### config.mk
export PLATFORM = sky130hd
export DESIGN_NAME = stepcnt_top
export DESIGN_NICKNAME = d
export VERILOG_FILES = /design/src/rtl/stepcnt_pkg.sv /design/src/rtl/stepcnt_press_detect.sv /design/src/rtl/stepcnt_arbiter.sv /design/src/rtl/stepcnt_count_reg.sv /design/src/rtl/stepcnt_top.sv
export SDC_FILE = /design/constraint.sdc
export NUM_CORES = 1
export LEC_CHECK = 0
export BUFFER_PORTS_ARGS = -buffer_cell sky130_fd_sc_hd__buf_4
export CAP_MARGIN = 15
export CORE_MARGIN = 1
export CORE_UTILIZATION = 47
export DETAILED_ROUTE_END_ITERATION = 16
export GPL_TIMING_DRIVEN = 1
export PLACE_DENSITY = 0.7
export SYNTH_ARGS = -nofsm -noshare
export SYNTH_HDL_FRONTEND = slang
export SYNTH_HIERARCHICAL = 1
export SYNTH_SLANG_ARGS = --single-unit
### constraint.sdc
create_clock -name clk -period 1.7 [get_ports clk]
set_input_delay 0.17 -clock clk [delete_from_list [all_inputs] [get_ports clk]]
set_output_delay 0.17 -clock clk [all_outputs]
set_load 0.1 [all_outputs]
### src/rtl/stepcnt_pkg.sv
package stepcnt_pkg;

  // Index of each button inside the packed button vectors.
  localparam int BTN_DN  = 0;
  localparam int BTN_UP  = 1;
  localparam int BTN_RST = 2;
  localparam int NUM_BTN = 3;

  // Action chosen for the count register in one cycle.
  typedef enum logic [1:0] {
    ACT_NONE = 2'd0,
    ACT_DEC  = 2'd1,
    ACT_INC  = 2'd2,
    ACT_CLR  = 2'd3
  } act_e;

endpackage

### src/rtl/stepcnt_press_detect.sv
module stepcnt_press_detect #(
  parameter int HIST_W = 3
) (
  input  logic clk,
  input  logic raw,
  output logic hit
);

  // A press is a low sample followed by HIST_W-1 high samples (011 for a width of 3).
  localparam logic [HIST_W-1:0] PRESS_PAT = {1'b0, {(HIST_W-1){1'b1}}};

  logic [HIST_W-1:0] hist_q = '0;
  logic [1:0]        age_q  = '0;
  logic              armed;

  // Newest sample enters bit 0.
  always_ff @(posedge clk) begin
    hist_q <= {hist_q[HIST_W-2:0], raw};
  end

  // This counter only says how far $past may look back. It does not change behaviour.
  always_ff @(posedge clk) begin
    if (age_q != 2'd3) age_q <= age_q + 2'd1;
  end
  assign armed = (age_q == 2'd3);

  assign hit = (hist_q == PRESS_PAT);

  // a held button gives one pulse only.
  assert_single_pulse_R3: assert property (@(posedge clk) disable iff (!armed)
    hit |=> !hit);

  // a hit needs the two latest samples high and the one before them low.
  assert_two_highs_R4: assert property (@(posedge clk) disable iff (!armed)
    hit |-> ($past(raw) && $past(raw, 2) && !$past(raw, 3)));

endmodule

### src/rtl/stepcnt_arbiter.sv
module stepcnt_arbiter
  import stepcnt_pkg::*;
(
  input  logic [NUM_BTN-1:0] hits,
  output act_e               act
);

  // Fixed priority: reset, then up, then down.
  always_comb begin
    if (hits[BTN_RST])     act = ACT_CLR;
    else if (hits[BTN_UP]) act = ACT_INC;
    else if (hits[BTN_DN]) act = ACT_DEC;
    else                   act = ACT_NONE;
  end

endmodule

### src/rtl/stepcnt_count_reg.sv
module stepcnt_count_reg
  import stepcnt_pkg::*;
#(
  parameter int CNT_W   = 6,
  parameter int UP_STEP = 4,
  parameter int DN_STEP = 1
) (
  input  logic             clk,
  input  act_e             act,
  output logic [CNT_W-1:0] count
);

  localparam logic [CNT_W-1:0] UP_INC = CNT_W'(UP_STEP);
  localparam logic [CNT_W-1:0] DN_DEC = CNT_W'(DN_STEP);

  function automatic logic [CNT_W-1:0] step_up(input logic [CNT_W-1:0] v);
    return v + UP_INC;
  endfunction

  function automatic logic [CNT_W-1:0] step_down(input logic [CNT_W-1:0] v);
    return v - DN_DEC;
  endfunction

  logic [CNT_W-1:0] count_q = '0;
  logic             armed_q = 1'b0;

  // This is the only process that writes the count.
  always_ff @(posedge clk) begin
    unique case (act)
      ACT_CLR:  count_q <= '0;
      ACT_INC:  count_q <= step_up(count_q);
      ACT_DEC:  count_q <= step_down(count_q);
      default:  count_q <= count_q;
    endcase
  end

  always_ff @(posedge clk) armed_q <= 1'b1;

  assign count = count_q;

  assert_clear_R7: assert property (@(posedge clk) disable iff (!armed_q)
    (act == ACT_CLR) |=> (count_q == '0));

  assert_up_wrap_R5: assert property (@(posedge clk) disable iff (!armed_q)
    (act == ACT_INC) |=> (int'(count_q) == ((int'($past(count_q)) + UP_STEP) % (1 << CNT_W))));

  assert_down_wrap_R6: assert property (@(posedge clk) disable iff (!armed_q)
    (act == ACT_DEC) |=>
      (int'(count_q) == ((int'($past(count_q)) + (1 << CNT_W) - DN_STEP) % (1 << CNT_W))));

  assert_hold_R10: assert property (@(posedge clk) disable iff (!armed_q)
    (act == ACT_NONE) |=> $stable(count_q));

endmodule

### src/rtl/stepcnt_top.sv
module stepcnt_top
  import stepcnt_pkg::*;
#(
  parameter int CNT_W   = 6,
  parameter int HIST_W  = 3,
  parameter int UP_STEP = 4,
  parameter int DN_STEP = 1
) (
  input  logic             clk,
  input  logic             btn_dn,
  input  logic             btn_up,
  input  logic             btn_rst,
  output logic [CNT_W-1:0] count
);

  logic [NUM_BTN-1:0] btn_raw;
  logic [NUM_BTN-1:0] hits;
  act_e               act;
  logic               armed_q = 1'b0;

  always_comb begin
    btn_raw          = '0;
    btn_raw[BTN_DN]  = btn_dn;
    btn_raw[BTN_UP]  = btn_up;
    btn_raw[BTN_RST] = btn_rst;
  end

  for (genvar b = 0; b < NUM_BTN; b++) begin : g_det
    stepcnt_press_detect #(.HIST_W(HIST_W)) u_det (
      .clk (clk),
      .raw (btn_raw[b]),
      .hit (hits[b])
    );
  end

  stepcnt_arbiter u_arb (
    .hits (hits),
    .act  (act)
  );

  stepcnt_count_reg #(
    .CNT_W   (CNT_W),
    .UP_STEP (UP_STEP),
    .DN_STEP (DN_STEP)
  ) u_cnt (
    .clk   (clk),
    .act   (act),
    .count (count)
  );

  always_ff @(posedge clk) armed_q <= 1'b1;

  // the count starts at zero before any clock edge.
  initial assert_start_zero_R1: assert (count == '0);

  // a reset hit clears the count whatever the other buttons do.
  assert_rst_wins_R8: assert property (@(posedge clk) disable iff (!armed_q)
    hits[BTN_RST] |=> (count == '0));

  // when up and down hit together, the count moves up.
  assert_up_over_dn_R8: assert property (@(posedge clk) disable iff (!armed_q)
    (hits[BTN_UP] && hits[BTN_DN] && !hits[BTN_RST]) |=>
      (int'(count) == ((int'($past(count)) + UP_STEP) % (1 << CNT_W))));

  // the count can change only one edge after a hit.
  assert_change_after_hit_R9: assert property (@(posedge clk) disable iff (!armed_q)
    (count != $past(count)) |-> $past(hits != '0));

endmodule

* Yosys cells after proc, flatten, opt, wreduce, memory -nomap -nowiden
Cells that the tools add are included. Widths: inputs -> output; s select.
Operators by class: add/subtract/negate cells 2, multiply operators 0, div/mod/pow operators 0, magnitude comparators 0, equal/unequal tests 6, shift operators 0, multiplexer cells 4, bitwise gates (word level) 0, reductions and logical operators 1
Operators with widths (count):
- $pmux 6 s3 | 1
- $eq 3x2->1 const B | 3
- $add 6x3->6 const B | 1
- $sub 6x1->6 const B | 1
- $eq 2x2->1 const B | 2
- $mux 2 | 2
- $reduce_bool 3->1 | 1
- $eq 2x1->1 const B | 1
- $mux 1 | 1
Storage, ports and cells: flip-flop bits (word level) 15, bits in latches 0, bits in writable memories 0, memory bits (read-only) 0, input port bits 4, output and inout port bits 6, logic and storage cells 17, memories 0

* Depth between registers and ports, before layout
Gate-level depths: netlist of run 1.
depth after elaboration 6, depth in mapped cells 8, gate-level depth less buffers 8

* By module
The synthesis of run 1 kept the hierarchy.
By module, submodules not included:
- stepcnt_count_reg | times used 1, cells each 45, area each 444.2 µm², seq. area each 180.2 µm²
- stepcnt_press_detect | times used 3, cells each 4, area each 68.8 µm², seq. area each 60.1 µm²
- stepcnt_arbiter | times used 1, cells each 3, area each 17.5 µm², seq. area each 0.0 µm²

* Worst setup path before layout of run 1
OpenSTA, ideal clock, no wires.
kind register -> register, from reg u_cnt.count_q[2], in the netlist u_cnt/count[2], to reg u_cnt.count_q[5], in the netlist u_cnt/count[5], data pin, library setup time 261 ps, arrival time 1728 ps, required time 1439 ps, slack -289 ps, cell stages (with the launch flop) 4, buffers on the path 0, period minus slack after synthesis 1989 ps, path through edfxtp_1 > nand3_1 > xnor2_1 > a311o_1
Between the ends: cells in the longest elaborated chain, start to end 2, elaborated cells on any way between the ends 3, classes of those cells add/sub: 2; mux: 1
RTL lines:
- start, declared | line stepcnt_count_reg.sv:24 | logic [CNT_W-1:0] count_q = '0;
- start signal, assigned | line stepcnt_count_reg.sv:31 | ACT_INC: count_q <= step_up(count_q);
- start signal, assigned | line stepcnt_count_reg.sv:32 | ACT_DEC: count_q <= step_down(count_q);
- start signal, assigned | line stepcnt_count_reg.sv:33 | default: count_q <= count_q;
- $sub 6x1->6 / $add 6x3->6 (equally long branches) | line stepcnt_count_reg.sv:21, stepcnt_count_reg.sv:17
- $pmux 6 s3 (*) | line stepcnt_count_reg.sv:29 | unique case (act)
Mark *: on every way between the ends. The rest lies on a longest branch, timed or not. A chain may end at the register's enable or synchronous reset.

* Final worst setup path of run 1
from reg g_det[1].u_det.hist_q[0], to reg u_cnt.count_q[5], in the netlist u_cnt/count[5], data pin
Between the ends: cells in the longest elaborated chain, start to end 5, elaborated cells on any way between the ends 7, classes of those cells eq/ne: 4; mux: 3
RTL lines:
- start, declared | line stepcnt_press_detect.sv:12 | logic [HIST_W-1:0] hist_q = '0;
- start signal, assigned | line stepcnt_press_detect.sv:18 | hist_q <= {hist_q[HIST_W-2:0], raw};
- $eq 3x2->1 (*) | line stepcnt_press_detect.sv:27 | assign hit = (hist_q == PRESS_PAT);
- via hits[1] | line stepcnt_top.sv:17 | logic [NUM_BTN-1:0] hits;
- $mux 2 (*) | line stepcnt_arbiter.sv:11 | else if (hits[BTN_UP]) act = ACT_INC;
- $mux 2 (*) | line stepcnt_arbiter.sv:10 | if (hits[BTN_RST]) act = ACT_CLR;
- via act[1] | line stepcnt_top.sv:18 | act_e act;
- $eq 2x1->1 / $eq 2x2->1 (equally long branches) | line stepcnt_count_reg.sv:29
- $pmux 6 s3 (*) | line stepcnt_count_reg.sv:29
Mark *: on every way through the listed nets, which the timed path passes. The rest lies on a longest branch.

==> impl_metrics.py, run 1 <==
metrics = {
    "logic_synthesis": {
        "ys_ff_latch": 15,
        "synth.area.mux_share": 0,
        "syn-instance-count": 60,
        "ys_seq_area_frac": 0.5393,
        "ys_types": 23,
        "synth.most_common_cell": "inv_1",
        "avgSynthCellArea_um2": 11.14,
        "synth-simple-area-share": 0.1573,
        "synth_xor_area_frac": 0.03933,
        "syn-num-nets": 70,
        "netlist.area_leader.share": 0.2697,
        "ys.flop_type": "dfxtp_1",
        "synth-compound-area-share": 0.08989,
        "synth_top_area_cell": "dfxtp_1",
        "synth-edff-count": 6,
        "synth_top_family_by_area": "simple AND/OR/NAND/NOR gates",
        "ys_async_sr_fraction": 0,
        "synth_area_um2": 668.1,
        "synth_area_leaders": "dfxtp_1 27%, edfxtp_1 27%, ha_1 11%",
        "synth_commonest_cells": "11 x inv_1, 9 x dfxtp_1, 6 x edfxtp_1, 6 x ha_1, 4 x and3b_1",
        "synthAdderAreaFrac": 0.1124,
        "ys_warn_count": 6,
    },
    "floorplan": {
        "dieArea_um2": 1576,
        "fp-row-count": 13,
        "core_um2": 1318,
        "die_h_um": 39.71,
        "die_w_um": 39.71,
        "ioPinCount": 10,
        "initial_core_util": 0.5071,
    },
    "grt": {
        "grtUsageTotal": 0.2167,
        "grt_use_met3": 0.03409,
        "grt_max_degree": 9,
        "busiest_layer": "met2",
        "met2_usage": 0.4016,
        "antenna_found_initial": 0,
        "grt_pass1_vias": 487,
        "grtUsageMet1": 0.2113,
        "gr-total-overflow": 0,
        "grt_pass1_wl_mm": 2.063,
    },
    "timing": {
        "rsz0062_at_grt": "yes",
        "slew_violations": 0,
        "max_slew_margin": 0.7897,
        "finalHoldViolCount": 0,
        "finClkSkew_ns": 0.001986,
        "hold_slack_ns": 0.3505,
        "timing.fmax_mhz": 522.7,
        "finalCritPeriodShare": 1.125,
        "setup_slack_ns": -0.2131,
        "tns_ns": -0.4421,
        "period_minus_slack_ns": 1.913,
        "setup-violations-final": 6,
        "worstMarginPinSlew_ns": 0.3137,
    },
    "power": {
        "pwr-share-seq": 0.480,
        "p_int_mw": 0.5906,
        "finalPower_mw": 0.8853,
        "power-per-cell-area_nw_per_um2": 936.0,
        "swShare": 0.3329,
        "power_frac_comb": 0.303,
        "irDropWorstVdd_mv": 0.5809,
        "pwr-share-clk": 0.217,
        "p_sw_mw": 0.2947,
        "total_leakage_power_nw": 0.4239,
    },
    "critical_path": {
        "end_kind": "flip-flop",
        "cp-startpoint": "g_det[1].u_det/hist_q[0]",
        "crit_fanout": 3,
        "crit_path_start_kind": "flip-flop",
        "crit_arrival_ns": 1.94,
        "worstSetupPathType": "flip-flop to flip-flop",
        "reg2reg_from": "g_det[1].u_det/hist_q[0]",
        "cp.required_ns": 1.73,
    },
    "drt": {
        "wl_mm": 1.419,
        "drt_first_pass_iters": 4,
        "wire_per_inst_um": 14.19,
        "drtIter0Drc": 6,
        "via_per_inst": 5.200,
        "final_antenna_net_count": 0,
        "drc": 0,
        "vias": 520,
    },
    "place": {
        "dp_hpwl_um": 904,
        "dp.cells": 91,
        "place_ws_ns": -0.2411,
        "io_buffers": 9,
        "placedInstanceArea_um2": 819.5,
        "gp_congestion": 0.7317,
    },
    "final_layout": {
        "design_area_um2": 945.9,
        "multi_input_area_um2": 325.3,
        "final_cells": 100,
        "fin_nets": 96,
        "regArea_um2": 361.6,
        "insertedDiodeCount": 0,
        "drive_gt1_frac": 0.4235,
        "syn2layout_area_growth_pct": 41.57,
        "fillCellCount": 107,
        "final_core_util": 0.7179,
    },
    "cts": {
        "clock_sinks": 15,
        "clock_latency_ns": 0.27,
        "clk_path_buf_depth": 2,
        "ctsRootBufferMaster": "clkbuf_4",
        "htree_levels": 1,
        "cts_tree": "built",
        "cts_made_buffers": 3,
        "cts.clk_slew.worst_paths_ns": 0.08,
    },
    "min_path": {
        "hold_path_class": "flip-flop to flip-flop",
        "worstHoldStart": "g_det[0].u_det/hist_q[1]",
    },
    "job": {
        "cap_violations": 0,
    },
    "run_status": {
        "outcome": "finished with violations",
        "violations": "setup timing",
    },
}
## path summary, 6_finish.rpt
path / to / slack, ns / cells past startpoint
hold reg to reg: g_det[0].u_det/hist_q[2] / 0.35 / 0
setup / recovery: u_cnt/count[5] / -0.21 / 8
setup reg to reg: u_cnt/count[5] / -0.21 / 8
hold / removal: g_det[0].u_det/hist_q[2] / 0.35 / 0
## layout make-up
class                   count  area share
flip-flops and latches     15      0.3823
multi-input cells          34      0.3439
repair buffers             21      0.1825
inverters                  11     0.04365
clock buffers               4     0.02778
well taps                  15     0.01984
## routing by layer
layer  routed length [um]  share of wire
met5                    0              0
met3                   74          0.052
met1                  530           0.37
met4                   45          0.032
met2                  768           0.54
## power by group through the flow
stage	Clock (mW)	Sequential, mW	Combinational, mW
after detailed placement	0	0.433	0.230
after global placement	0	0.432	0.227
after CTS	0.202	0.425	0.257
after global routing	0.216	0.429	0.284
final	0.192	0.425	0.269
after floorplan	0	0.523	0.0740
## cell families (layout without fill, tap and decap cells)
kind of cell               Yosys count  count (layout)
AOI/OAI and AO/OA                    8               8
xor gates and xnor gates             3               3
adders and majority gates            6               6
buffers and inverters               11              36
DFF                                 15              15
and+or+nand+nor                     17              17
## flip-flops by register name, indices dropped and copies added, names as in the netlist
| name | cells |
|---|---|
| u_cnt/count | 6 |
| g_det.u_det/hist_q | 9 |
## worst max-delay path: stages, from the launching register on
cell,delay [ns]
dfxtp_2,0.32
and3b_1,0.18
or2_1,0.26
inv_2,0.09
ha_4,0.21
buf_4,0.13
nand3_1,0.08
a21oi_1,0.05
a311o_1,0.34
## placed cells by master (no fill, tap or decap)
cell type | netlist | final
dfxtp_2 | 0 | 1
ha_2 | 0 | 1
a21oi_1 | 1 | 1
ha_1 | 6 | 2
inv_1 | 11 | 6
nor3b_2 | 0 | 1
buf_6 | 0 | 2
edfxtp_1 | 6 | 6
a32oi_1 | 1 | 1
dfxtp_1 | 9 | 8
a21o_1 | 1 | 1
a22oi_2 | 0 | 1
and3b_1 | 4 | 4
xnor2_1 | 2 | 2
nor2_2 | 0 | 1
inv_2 | 0 | 5
and3_1 | 1 | 1
o21ai_1 | 1 | 1
buf_4 | 0 | 16
clkbuf_4 | 0 | 3
a211oi_1 | 1 | 1
a311o_1 | 1 | 1
clkbuf_1 | 0 | 1
nor3_2 | 1 | 1
nor2_1 | 3 | 2
a221oi_2 | 0 | 1
xor2_1 | 1 | 1
nor2b_1 | 1 | 1
or2_1 | 1 | 1
nand2_1 | 2 | 2
nand3_1 | 3 | 3
dlygate4sd3_1 | 0 | 3
ha_4 | 0 | 3
## what timing repair did
action                                  CTS  global route
setup buffers                             2             0
endpoints found under the hold margin     3             0
resized for setup                        11             3
gates cloned                              0             0
pin swaps                                 1             2
endpoints found under the setup margin    5             8
hold buffers                              3             0
(Power assumes the default switching activity.)
==> inputs of run 2 (changes only) <==
- SYNTH_HIERARCHICAL: 1 -> default
==> impl_metrics.py, run 2 <==
metrics = {
    "logic_synthesis": {
        "synth_commonest_cells": "9 x dfxtp_1, 7 x inv_1, 6 x edfxtp_1, 6 x ha_1, 4 x nand2_1",
        "avgSynthCellArea_um2": 11.45,
        "synth-edff-count": 6,
        "synth_top_area_cell": "dfxtp_1",
        "netlist.area_leader.share": 0.2667,
        "syn-instance-count": 59,
        "ys_ff_latch": 15,
        "syn-num-nets": 69,
        "ys_warn_count": 0,
        "ys_async_sr_fraction": 0,
        "ys_seq_area_frac": 0.5333,
        "synth_area_leaders": "dfxtp_1 27%, edfxtp_1 27%, ha_1 11%",
        "synth.most_common_cell": "dfxtp_1",
        "ys.flop_type": "dfxtp_1",
        "ys_types": 26,
        "synth_area_um2": 675.6,
    },
    "drt": {
        "vias": 491,
        "drc": 0,
        "via_per_inst": 5.115,
        "wire_per_inst_um": 11.99,
        "drt_first_pass_iters": 4,
        "wl_mm": 1.151,
        "drtIter0Drc": 7,
        "final_antenna_net_count": 0,
    },
    "grt": {
        "grt_max_degree": 9,
        "grtUsageTotal": 0.1680,
        "grt_pass1_vias": 417,
        "grt_pass1_wl_mm": 1.690,
        "antenna_found_initial": 0,
        "gr-total-overflow": 0,
    },
    "power": {
        "irDropWorstVdd_mv": 0.6628,
        "finalPower_mw": 0.8277,
        "total_leakage_power_nw": 0.3903,
        "power-per-cell-area_nw_per_um2": 896.4,
    },
    "timing": {
        "finalHoldViolCount": 0,
        "finalCritPeriodShare": 0.9612,
        "rsz0062_at_grt": "yes",
        "finClkSkew_ns": 0.001807,
        "worstMarginPinSlew_ns": 0.3506,
        "max_slew_margin": 0.7643,
        "timing.fmax_mhz": 612.0,
        "setup-violations-final": 0,
        "period_minus_slack_ns": 1.634,
        "slew_violations": 0,
        "tns_ns": 0,
    },
    "cts": {
        "cts_made_buffers": 3,
        "cts_tree": "built",
        "clock_sinks": 15,
        "clock_latency_ns": 0.27,
        "clk_path_buf_depth": 2,
        "ctsRootBufferMaster": "clkbuf_4",
        "cts.clk_slew.worst_paths_ns": 0.08,
        "htree_levels": 1,
    },
    "critical_path": {
        "cp.required_ns": 1.72,
        "reg2reg_from": "g_det[2].u_det.hist_q[0]",
        "crit_fanout": 4,
        "cp-startpoint": "g_det[2].u_det.hist_q[0]",
        "crit_arrival_ns": 1.65,
        "crit_path_start_kind": "flip-flop",
        "end_kind": "flip-flop",
        "worstSetupPathType": "flip-flop to flip-flop",
    },
    "final_layout": {
        "largest_reg_flops": 9,
        "design_area_um2": 923.4,
        "mostFrequentLayoutCell": "buf_4",
        "syn2layout_area_growth_pct": 36.67,
        "final_cell_mix": "14 x buf_4, 8 x dfxtp_1, 6 x edfxtp_1, 4 x inv_2",
        "regMostFlops": "g_det.u_det.hist_q",
        "fin_nets": 92,
        "drive_gt1_frac": 0.4074,
        "insertedDiodeCount": 0,
    },
    "floorplan": {
        "initial_core_util": 0.5128,
        "fp-row-count": 13,
        "ioPinCount": 10,
        "core_um2": 1318,
        "die_w_um": 39.92,
        "die_h_um": 39.92,
        "dieArea_um2": 1593,
    },
    "place": {
        "dp_hpwl_um": 820.3,
        "io_buffers": 9,
        "placedInstanceArea_um2": 799.5,
        "gp_congestion": 0.6401,
    },
    "job": {
        "cap_violations": 0,
    },
    "run_status": {
        "outcome": "finished, final reports clean",
    },
    "min_path": {
        "worstHoldStart": "g_det[0].u_det.hist_q[0]",
        "hold_path_class": "flip-flop to flip-flop",
    },
}
## run 2: changes by cell type after synthesis, moves of 2 or more
cell | previous run | this run
o31ai_1 | 0 | 2
nand3_1 | 3 | 1
inv_1 | 11 | 7
and3b_1 | 4 | 1
xor2_1 | 1 | 3
nand2_1 | 2 | 4
## run 2: worst max-delay path, cell delays in order, from the launching register on
cell	delay, ns
dfxtp_1	0.32
nand3b_1	0.14
buf_6	0.13
o31ai_4	0.07
ha_4	0.28
and2b_2	0.24
nand4b_1	0.10
o221ai_2	0.10
## run 2: layout make-up
type                    instances  area [um^2]
well taps                      15        18.77
repair buffers                 18        146.4
clock buffers                   4        26.28
inverters                       7        26.28
flip-flops and latches         15        361.6
multi-input cells              37        344.1
fillers                        93        394.1
## run 2: worst paths after layout
kind                                            endpoint  slack [ns]  cells past startpoint
worst min-delay path            g_det[0].u_det.hist_q[1]        0.36                      0
worst max register to register            u_cnt.count[5]        0.07                      7
worst min register to register  g_det[0].u_det.hist_q[1]        0.36                      0
worst max-delay path                      u_cnt.count[5]        0.07                      7
## run 2: cell families after synthesis
family / Yosys count / synth area share
AO/OA/AOI/OAI: 10 / 0.1148
XOR/XNOR: 4 / 0.05186
adder cells (fa/ha/maj): 6 / 0.1111
buffers and inverters: 7 / 0.03890
flip-flops: 15 / 0.5333
AND/OR/NAND/NOR: 17 / 0.1500
## run 2: report_power, final
group          switching, mW  total [mW]  internal (mW)
clock                 0.0998       0.191         0.0907
sequential            0.0230       0.423          0.400
combinational          0.137       0.214         0.0776
## run 2: timing repair
action / in CTS / in global routing
hold endpoints to repair: 3 / 0
hold buffers: 3 / 0
gates resized for setup: 5 / 6
buffers inserted: 2 / 1
endpoints found under the setup margin: 1 / 3
pin swaps: 0 / 2
## run 2: per-stage QoR
stage | utilization | instances | hold WS (ns) | setup WS [ns]
global placement | 0.6068 | 86 | 0.2752 | 0.01257
global route | 0.7009 | 96 | 0.3658 | -0.03439
finish | 0.7009 | 96 | 0.3569 | 0.06593
detailed placement | 0.6068 | 86 | 0.2756 | -0.02937
floorplan | - | 59 | 0.1977 | -0.2124
CTS | 0.6828 | 95 | 0.3542 | 0.01658
## run 2: metal layers
metal	part of all wire	wire (um)	global-route usage
met1	0.47	536	0.1957
met2	0.50	577	0.2903
met3	0.021	24	0.01705
met4	0.010	12	0.1034
met5	0	0	0
